$ cat src/rtl/stoch_edge_pkg.sv
package stoch_edge_pkg;
  typedef struct packed {
    logic load;    // capture pixels, reseed, clear count
    logic step;    // consume one stream bit
    logic finish;  // this step is the last one
  } ctrlStrobe_t;
endpackage

$ cat src/rtl/stoch_edge_lfsr.sv
module stoch_edge_lfsr #(
  parameter int W = 16,
  parameter logic [W-1:0] TAPS = '1,
  parameter logic [W-1:0] SEED = 1
) (
  input  logic         clk,
  input  logic         rstN,
  input  logic         reload,
  input  logic         advance,
  output logic [W-1:0] state
);
  always_ff @(posedge clk or negedge rstN) begin
    if (!rstN)        state <= SEED;
    else if (reload)  state <= SEED;
    else if (advance) state <= {state[W-2:0], ^(state & TAPS)};
  end
endmodule

$ cat src/rtl/stoch_edge_ctrl.sv
module stoch_edge_ctrl
  import stoch_edge_pkg::*;
#(
  parameter int STREAM_LEN = 1024
) (
  input  logic        clk,
  input  logic        rstN,
  input  logic        start,
  output logic        busy,
  output ctrlStrobe_t strobe
);
  localparam int IDX_W = $clog2(STREAM_LEN);
  localparam logic [IDX_W-1:0] LAST_IDX = IDX_W'(STREAM_LEN - 1);

  logic [IDX_W-1:0] bitIdx;

  always_comb begin
    strobe.load   = start && !busy;
    strobe.step   = busy;
    strobe.finish = busy && (bitIdx == LAST_IDX);
  end

  always_ff @(posedge clk or negedge rstN) begin
    if (!rstN) begin
      busy   <= 1'b0;
      bitIdx <= '0;
    end else if (strobe.load) begin
      busy   <= 1'b1;
      bitIdx <= '0;
    end else if (strobe.finish) begin
      busy   <= 1'b0;
    end else if (strobe.step) begin
      bitIdx <= bitIdx + 1'b1;
    end
  end
endmodule

$ cat src/rtl/stoch_edge_datapath.sv
module stoch_edge_datapath
  import stoch_edge_pkg::*;
#(
  parameter int STREAM_LEN = 1024,
  parameter int PIX_W = 8
) (
  input  logic                  clk,
  input  logic                  rstN,
  input  ctrlStrobe_t           strobe,
  input  logic [3:0][PIX_W-1:0] pixIn,   // 0 TL, 1 TR, 2 BL, 3 BR
  output logic [PIX_W-1:0]      edgeOut,
  output logic                  done
);
  localparam int CNT_W = $clog2(STREAM_LEN) + 1;
  localparam int SHIFT = $clog2(STREAM_LEN) - PIX_W;
  localparam int PIX_LFSR_W = 16;
  localparam int SEL_LFSR_W = 17;

  logic [3:0][PIX_W-1:0]   pixHeld;
  logic [PIX_LFSR_W-1:0]   pixRand;
  logic [SEL_LFSR_W-1:0]   selRand;
  logic [3:0]              pixBit;
  logic                    diffMain, diffAnti, outBit;
  logic [CNT_W-1:0]        onesCnt, nextCnt, scaled;

  stoch_edge_lfsr #(.W(PIX_LFSR_W), .TAPS(16'hD008), .SEED(16'hACE1)) pixGen (
    .clk(clk), .rstN(rstN), .reload(strobe.load), .advance(strobe.step),
    .state(pixRand));

  stoch_edge_lfsr #(.W(SEL_LFSR_W), .TAPS(17'h12000), .SEED(17'h1B5A3)) selGen (
    .clk(clk), .rstN(rstN), .reload(strobe.load), .advance(strobe.step),
    .state(selRand));

  for (genvar p = 0; p < 4; p++) begin : g_cmp
    assign pixBit[p] = pixHeld[p] > pixRand[PIX_W-1:0];
  end

  always_comb begin
    diffMain = pixBit[0] ^ pixBit[3];
    diffAnti = pixBit[1] ^ pixBit[2];
    outBit   = selRand[SEL_LFSR_W-1] ? diffAnti : diffMain;
    nextCnt  = onesCnt + CNT_W'(outBit);
    scaled   = nextCnt >> SHIFT;
  end

  always_ff @(posedge clk or negedge rstN) begin
    if (!rstN) begin
      pixHeld <= '0;
      onesCnt <= '0;
      edgeOut <= '0;
      done    <= 1'b0;
    end else begin
      done <= strobe.finish;
      if (strobe.load) begin
        pixHeld <= pixIn;
        onesCnt <= '0;
      end else if (strobe.step) begin
        onesCnt <= nextCnt;
      end
      if (strobe.finish)
        edgeOut <= (scaled > CNT_W'({PIX_W{1'b1}})) ? {PIX_W{1'b1}} : scaled[PIX_W-1:0];
    end
  end
endmodule

$ cat src/rtl/stoch_edge_top.sv
module stoch_edge_top
  import stoch_edge_pkg::*;
#(
  parameter int STREAM_LEN = 1024,
  parameter int PIX_W = 8
) (
  input  logic             clk,
  input  logic             rstN,
  input  logic             start,
  input  logic [PIX_W-1:0] pixTL,
  input  logic [PIX_W-1:0] pixTR,
  input  logic [PIX_W-1:0] pixBL,
  input  logic [PIX_W-1:0] pixBR,
  output logic [PIX_W-1:0] edgeOut,
  output logic             done
);
  ctrlStrobe_t strobe;
  logic        busyNow;

  stoch_edge_ctrl #(.STREAM_LEN(STREAM_LEN)) ctrl (
    .clk(clk), .rstN(rstN), .start(start), .busy(busyNow), .strobe(strobe));

  stoch_edge_datapath #(.STREAM_LEN(STREAM_LEN), .PIX_W(PIX_W)) dpath (
    .clk(clk), .rstN(rstN), .strobe(strobe),
    .pixIn({pixBR, pixBL, pixTR, pixTL}),
    .edgeOut(edgeOut), .done(done));
endmodule

$ cat config.mk
export PLATFORM = sky130hd
export DESIGN_NAME = stoch_edge_top
export DESIGN_NICKNAME = d
export VERILOG_FILES = /design/src/rtl/stoch_edge_pkg.sv /design/src/rtl/stoch_edge_lfsr.sv /design/src/rtl/stoch_edge_ctrl.sv /design/src/rtl/stoch_edge_datapath.sv /design/src/rtl/stoch_edge_top.sv
export SDC_FILE = /design/constraint.sdc
export NUM_CORES = 1
export LEC_CHECK = 0
export BUFFER_PORTS_ARGS = -buffer_cell sky130_fd_sc_hd__buf_2
export CAP_MARGIN = 30
export CORE_MARGIN = 2
export CORE_UTILIZATION = 40
export CTS_BUF_LIST = sky130_fd_sc_hd__clkbuf_4 sky130_fd_sc_hd__clkbuf_8
export CTS_CLUSTER_DIAMETER = 60
export CTS_CLUSTER_SIZE = 8
export DETAILED_ROUTE_END_ITERATION = 10
export HOLD_SLACK_MARGIN = 0.08
export MAX_ROUTING_LAYER = met4
export PLACE_DENSITY = 0.55
export RECOVER_POWER = 50
export SYNTH_ARGS = -nofsm -noshare
export SYNTH_HDL_FRONTEND = slang
export SYNTH_HIERARCHICAL = 1
export SYNTH_SLANG_ARGS = --single-unit
$ cat constraint.sdc
create_clock -name clk -period 3.84 [get_ports clk]
set_clock_uncertainty 0.05 [all_clocks]
set_input_delay 0.192 -clock clk [delete_from_list [all_inputs] [get_ports clk]]
set_output_delay 0.192 -clock clk [all_outputs]
set_load 0.01 [all_outputs]
* After elaboration in Yosys (flattened, before gate mapping) *
Index checks and enable logic that the tools add are counted.

word-level totals
  bits in registers = 96
  ROM bits = 0
  memories kept = 0
  logic and storage cells = 43
  bits in latches = 0
  RAM bits = 0
  input port bits = 35
  output and inout bits = 9

operators by class
  bitwise logic cells = 2
  equal/unequal tests = 2
  reductions and logical operators = 8
  muxes and demuxes = 13
  divide/modulo/power cells = 0
  shift-type cells = 0
  multiply operators = 0
  $add $sub $neg = 2
  order comparisons = 5

operators with widths
  kind                                                number
  2-to-1 mux 17 bit                                   2
  > comparator 8 bit                                  4
  2-to-1 mux 16 bit                                   2
  2-to-1 mux 10 bit                                   3
  2-to-1 mux 11 bit                                   2
  XOR reduction 17 bit                                1
  XOR reduction 16 bit                                1
  adder 11 x 1 -> 11 bit                              1
  adder 10 x 1 -> 10 bit, second input constant       1
  == test 10 bit, second input constant               1
  > comparator 9 x 8 -> 1 bit, second input constant  1
  2-to-1 mux 8 bit                                    1
  nonzero test 2 bit                                  2
  2-to-1 mux 1 bit                                    3
  logical AND 1 bit                                   2
  inequality test 2 bit, second input constant        1
  AND reduction 2 bit                                 1
  bitwise XOR 1 bit                                   2
  zero test 1 bit                                     1

* Logic depth before layout (Yosys ltp) *
  word-level depth = 6
  mapped depth = 17
  depth with buffers taken out = 16

* Modules after synthesis *
Netlist, hierarchy kept.

modules (own cells, without submodules)
  module                          area each (µm²)  cells each  sequential area each (µm²)  instances
  stoch_edge_datapath             2927.8           260         1301.2                      1
  stoch_edge_lfsr (dpath.selGen)  718.2            56          437.9                       1
  stoch_edge_lfsr (dpath.pixGen)  689.4            55          410.4                       1
  stoch_edge_ctrl                 658.1            60          275.3                       1

* Least setup slack after synthesis *
Ideal clock, no wire load.

  kind = register -> register
  start = reg dpath.pixGen.state[7]
  end = reg dpath.edgeOut[1]
  required time = 3717 ps
  path buffers = 1
  stages on the path, launching flop included = 17
  path slack = 962 ps
  library setup time = 73 ps
  data arrival time = 2755 ps
  period minus slack after synthesis = 2878 ps
  cell sequence = dfstp_2 -> inv_1 -> ha_1 -> nand4_1 -> a21oi_1 -> o22ai_1 -> xnor2_1 -> mux2i_1 -> ha_1 -> ha_1 -> nand3_4 -> nor2_8 -> nand3_2 -> xor2_1 -> and2_1 -> buf_6 -> a21oi_2

on the way
  cells in the longest elaborated chain, start to end = 6
  elaborated cells between the ends (all ways) = 10
  classes of those cells = add/sub (1); order compare (5); mux (2); bitwise (2)

RTL lines
  what                                  RTL line                                              text
  start: declaration                    stoch_edge_lfsr.sv:10                                 output logic [W-1:0] state
  start signal: assignment              stoch_edge_lfsr.sv:15                                 else if (advance) state <= {state[W-2:0], ^(state & TAPS)};
  > comparator 8 bit                    stoch_edge_datapath.sv:35                             assign pixBit[p] = pixHeld[p] > pixRand[PIX_W-1:0];
  bitwise XOR 1 bit (on tied branches)  stoch_edge_datapath.sv:39, stoch_edge_datapath.sv:40
  2-to-1 mux 1 bit *                    stoch_edge_datapath.sv:41                             outBit = selRand[SEL_LFSR_W-1] ? diffAnti : diffMain;
  adder 11 x 1 -> 11 bit *              stoch_edge_datapath.sv:42                             nextCnt = onesCnt + CNT_W'(outBit);
  > comparator 9 x 8 -> 1 bit           stoch_edge_datapath.sv:61                             edgeOut <= (scaled > CNT_W'({PIX_W{1'b1}})) ? {PIX_W{1'b1}} : scaled[PIX_W-1:0];
  2-to-1 mux 8 bit *                    stoch_edge_datapath.sv:61
  end signal: assignment                stoch_edge_datapath.sv:61
  end: declaration                      stoch_edge_datapath.sv:11                             output logic [PIX_W-1:0] edgeOut,

Every way passes the cells marked *; elsewhere a longest branch is shown, timed or not.
A chain may end at the register's enable or synchronous reset.

* Worst setup path after layout *
  start = reg dpath.pixGen.state[7]
  end = reg dpath.edgeOut[7]

Same word-level chain as after synthesis.

==> impl_summary.md <==
Setup path
The worst setup path is captured at a flip-flop. The worst setup path is launched from a flip-flop. Tracing the worst setup path back leads to its startpoint at dpath/pixGen/state[7].

The launching point of the worst reg2reg path is dpath/pixGen/state[7]. The reg2reg setup slack is 0.43 ns. The category of the most critical setup path is flip-flop to flip-flop. For the worst setup path, the data required time is 4.04 ns. In this run the critical register-to-register path is captured at dpath/edgeOut[7]. Following the worst setup path forward leads to its endpoint at dpath/edgeOut[7]. The number of cells on the worst reg-to-reg path is 15. The signal arrival time at the worst endpoint is 3.61 ns. The maximum fanout along the worst path is 8.

Yosys
The area of the mapped netlist is 4990 sq um. The average size of a mapped cell is 11.6 sq um. Counting every net in the synthesized netlist gives around 500. After synthesis, flip-flops and latches occupy 48.6% of the total area.

The number of library cell types mapped by synthesis is 49. Counting flops and latches in the post-synthesis netlist gives between 90 and 100. The number of warnings printed during yosys synthesis is 6.

In the synthesized netlist the async set-or-reset flop fraction comes to 100%. Among all flip-flop cells after synthesis, the most frequent one is dfrtp_1. The number of flops mapped to enable cells by yosys is 0. Synthesis produced ~430 cells.

Clock tree
In this run the deepest clock path goes through 2 buffers. The clock sink count is 96. The number of H-tree levels is 3. The setup fix buffers added after clock tree synthesis is 0. TritonCTS built the clock tree.

In this run, post-CTS repair resized a total of 0 instances. The clock root buffer is clkbuf_8. The number of clock buffers added by TritonCTS is 9.

After clock tree synthesis, the clock-pin slew on the worst setup and hold paths is 0.10 ns. Clock latency on the worst-skew pair, taken at its later pin, is 0.38 ns.

Pwr
The standby leakage power is roughly 0.0028 uW. The worst-case IR drop observed on VDD is 0.272 mV. Dividing total power by cell area gives a power density of 625 nW/um^2.

Final layout
The area growth from synthesis to layout is 17.7%. After the flow finishes, the layout carries non-filler instances totaling 679. After the last flow step, the layout net total stands at 577. The share of layout cells above drive strength 1 is ~25%. The final instance area is 5880 sq um.

Counting the fill cells in the layout gives roughly 1,100. In the layout the commonest cells are dfrtp_1 (77), buf_2 (38), nor2_1 (37), nand2_1 (37), ha_1 (36). The number of diodes is 0. The library cell used most frequently in the layout, excluding fill and tap cells, is dfrtp_1. Measured on the finished design, the core utilization comes to 48.5%.

STA
The final critical path takes up 88.8% of the cycle. The shortest clock period the worst path allows after layout is roughly 3.4 ns. The actual transition at the worst max-transition pin is 1.52 ns.

Setup repair after global routing left no endpoint under its margin. The final count of pins violating max slew is 30. The final setup TNS is 0 ns. The number of failing hold endpoints at the final stage is 0.

The normalized max-slew margin is -1.22%. Based on the critical path, the design can be clocked at up to 0.293 GHz. The post-route worst hold slack is 0.461 ns.

Setup violations remaining at the end of the flow were counted as 0.

Placement
The final RePlAce weighted congestion is about 0.80. The placed cell count is 629. After detailed placement, the total cell area comes to 5330 sq um. The number of buffers added on ports is 43. The wire-length estimate of the detail-placed layout is roughly 6.6 mm.

Routing
The average vias per placed instance is 4.91. In the routed design, unresolved DRC markers number 0. The total length of routed wires is 9.53 mm. Once detail routing completed, the nets flagged for antenna violations numbered 0. After detailed routing, the average wire length per cell comes to 14.0 microns. The final route contains around 3,300 vias. The first routing iteration left 149 violations. For this run, the detailed router's first-pass iteration total came to 4.

Floorplanning
Pin placement for this block handled 44 I/O pins. The initial utilization of the core area, before any placement, comes to 41.2%. The die covers 13,400 sq um. The standard-cell row count is 40. The total area inside the core boundary comes to roughly 12,000 sq um. Measured along the x axis, the die boundary spans 116 microns. Measured along the y axis, the die boundary spans 116 microns.

Run
Max-cap violations in this run came to 1.

Global routing
The first global-routing pass estimated around 17 mm of wire. The aggregate global-route resource usage is 16.3%. The number of antenna violations at the first check in global routing came to 0. The total overflow left after global routing is 0. The largest net degree at the start of global routing is 53. The via count of the first global-routing pass is about 3,300.

Outcome
The run finished, with violations left. The final reports fail on capacitance limit, slew limit.

Hold path
The launch instance of the worst min-delay path is dpath/selGen/state[11]. The path class of the lowest-slack min-delay path is flip-flop to flip-flop.
[routing by layer]
metal	share of wire, %	global-route usage (%)
met5	0	-
met4	1.7	6.19
met3	2.4	2.98
met2	46	24.8
met1	50	21.8
[cell usage after synthesis, types with 5 or more instances]
library cell	number	area share [%]
a21oi_1	18	1.8
a21oi_2	8	1.4
buf_6	7	1.6
clkbuf_1	5	0.38
dfrtp_1	78	39
dfstp_2	18	9.5
ha_1	36	9.0
inv_1	15	1.1
mux2_2	28	6.3
mux2i_1	35	7.0
nand2_1	37	2.8
nand3_1	7	0.70
nand4_1	14	1.8
nor2_1	37	2.8
nor2b_1	5	0.63
o21ai_0	8	0.80
o22ai_1	5	0.63
xnor2_1	9	1.6
xor2_1	15	2.6
[sequential cells by signal, indices dropped and copies added (netlist names)]
| register | flops |
|---|---|
| dpath/pixHeld | 32 |
| dpath/selGen/state | 17 |
| dpath/pixGen/state | 16 |
| dpath/onesCnt | 11 |
| ctrl/bitIdx | 10 |
| dpath/edgeOut | 8 |
| ctrl/busy | 1 |
| dpath/done | 1 |
[stage by stage]
step / power [uW] / setup slack [ns]
CTS: 3730 / 0.370
floorplan: 2570 / 0.962
detailed placement: 2880 / 0.368
global route: 3990 / 0.155
finish: 3670 / 0.430
global placement: 2830 / 0.405
[worst max-delay path, cell delays in order (launching register included)]
cell	delay (ns)
dfstp_2	0.56
inv_1	0.09
ha_1	0.33
a21oi_1	0.16
o21ai_0	0.11
o22ai_1	0.19
xnor2_1	0.10
mux2i_1	0.26
ha_1	0.20
ha_1	0.26
nand3_4	0.13
nor2_8	0.15
nand3_2	0.10
xor2_1	0.12
and2_1	0.40
a21oi_2	0.09
[power by group]
part	leakage, uW	total (uW)	internal, uW	switching [uW]
registers	0.00114	1670	1390	288
clock network	0.000108	799	432	367
logic	0.00157	1200	579	621
[area by class of cell]
class                      count  area, sq um  share of cell area, %
timing repair buffer          83          588                   10.0
clock inverter                 7          120                   2.04
clock buffer                   9          124                   2.11
tap                          168          210                   3.58
sequential                    96         2430                   41.3
inverter                      16         60.1                   1.02
multi-input combinational    300         2350                   40.0
[timing repair]
item,in CTS,in global routing
hold endpoints to repair,96,0
setup endpoints to repair,0,0
hold buffers,34,0
[logic make-up (layout without fill, tap and decap cells)]
family | after synthesis | after routing | synth area share, %
XOR/XNOR | 24 | 24 | 4.21
adder cells (fa/ha/maj) | 36 | 36 | 9.02
flip-flops | 96 | 96 | 48.6
AO/OA/AOI/OAI | 57 | 57 | 8.04
multiplexers | 63 | 63 | 13.3
buffers and inverters | 35 | 115 | 4.41
AND/OR/NAND/NOR | 120 | 120 | 12.4
[worst min-delay path by stage]
stage | slack [ns] | endpoint | cells past startpoint
global placement | 0.35 | dpath/pixHeld[24] | 3
finish | 0.46 | dpath/selGen/state[12] | 2
floorplan | -0.15 | ctrl/bitIdx[0] | 0
global route | 0.49 | dpath/selGen/state[15] | 2
detailed placement | 0.10 | ctrl/bitIdx[3] | 1
CTS | 0.22 | ctrl/bitIdx[0] | 2
Power figures use the tool's default switching activity.
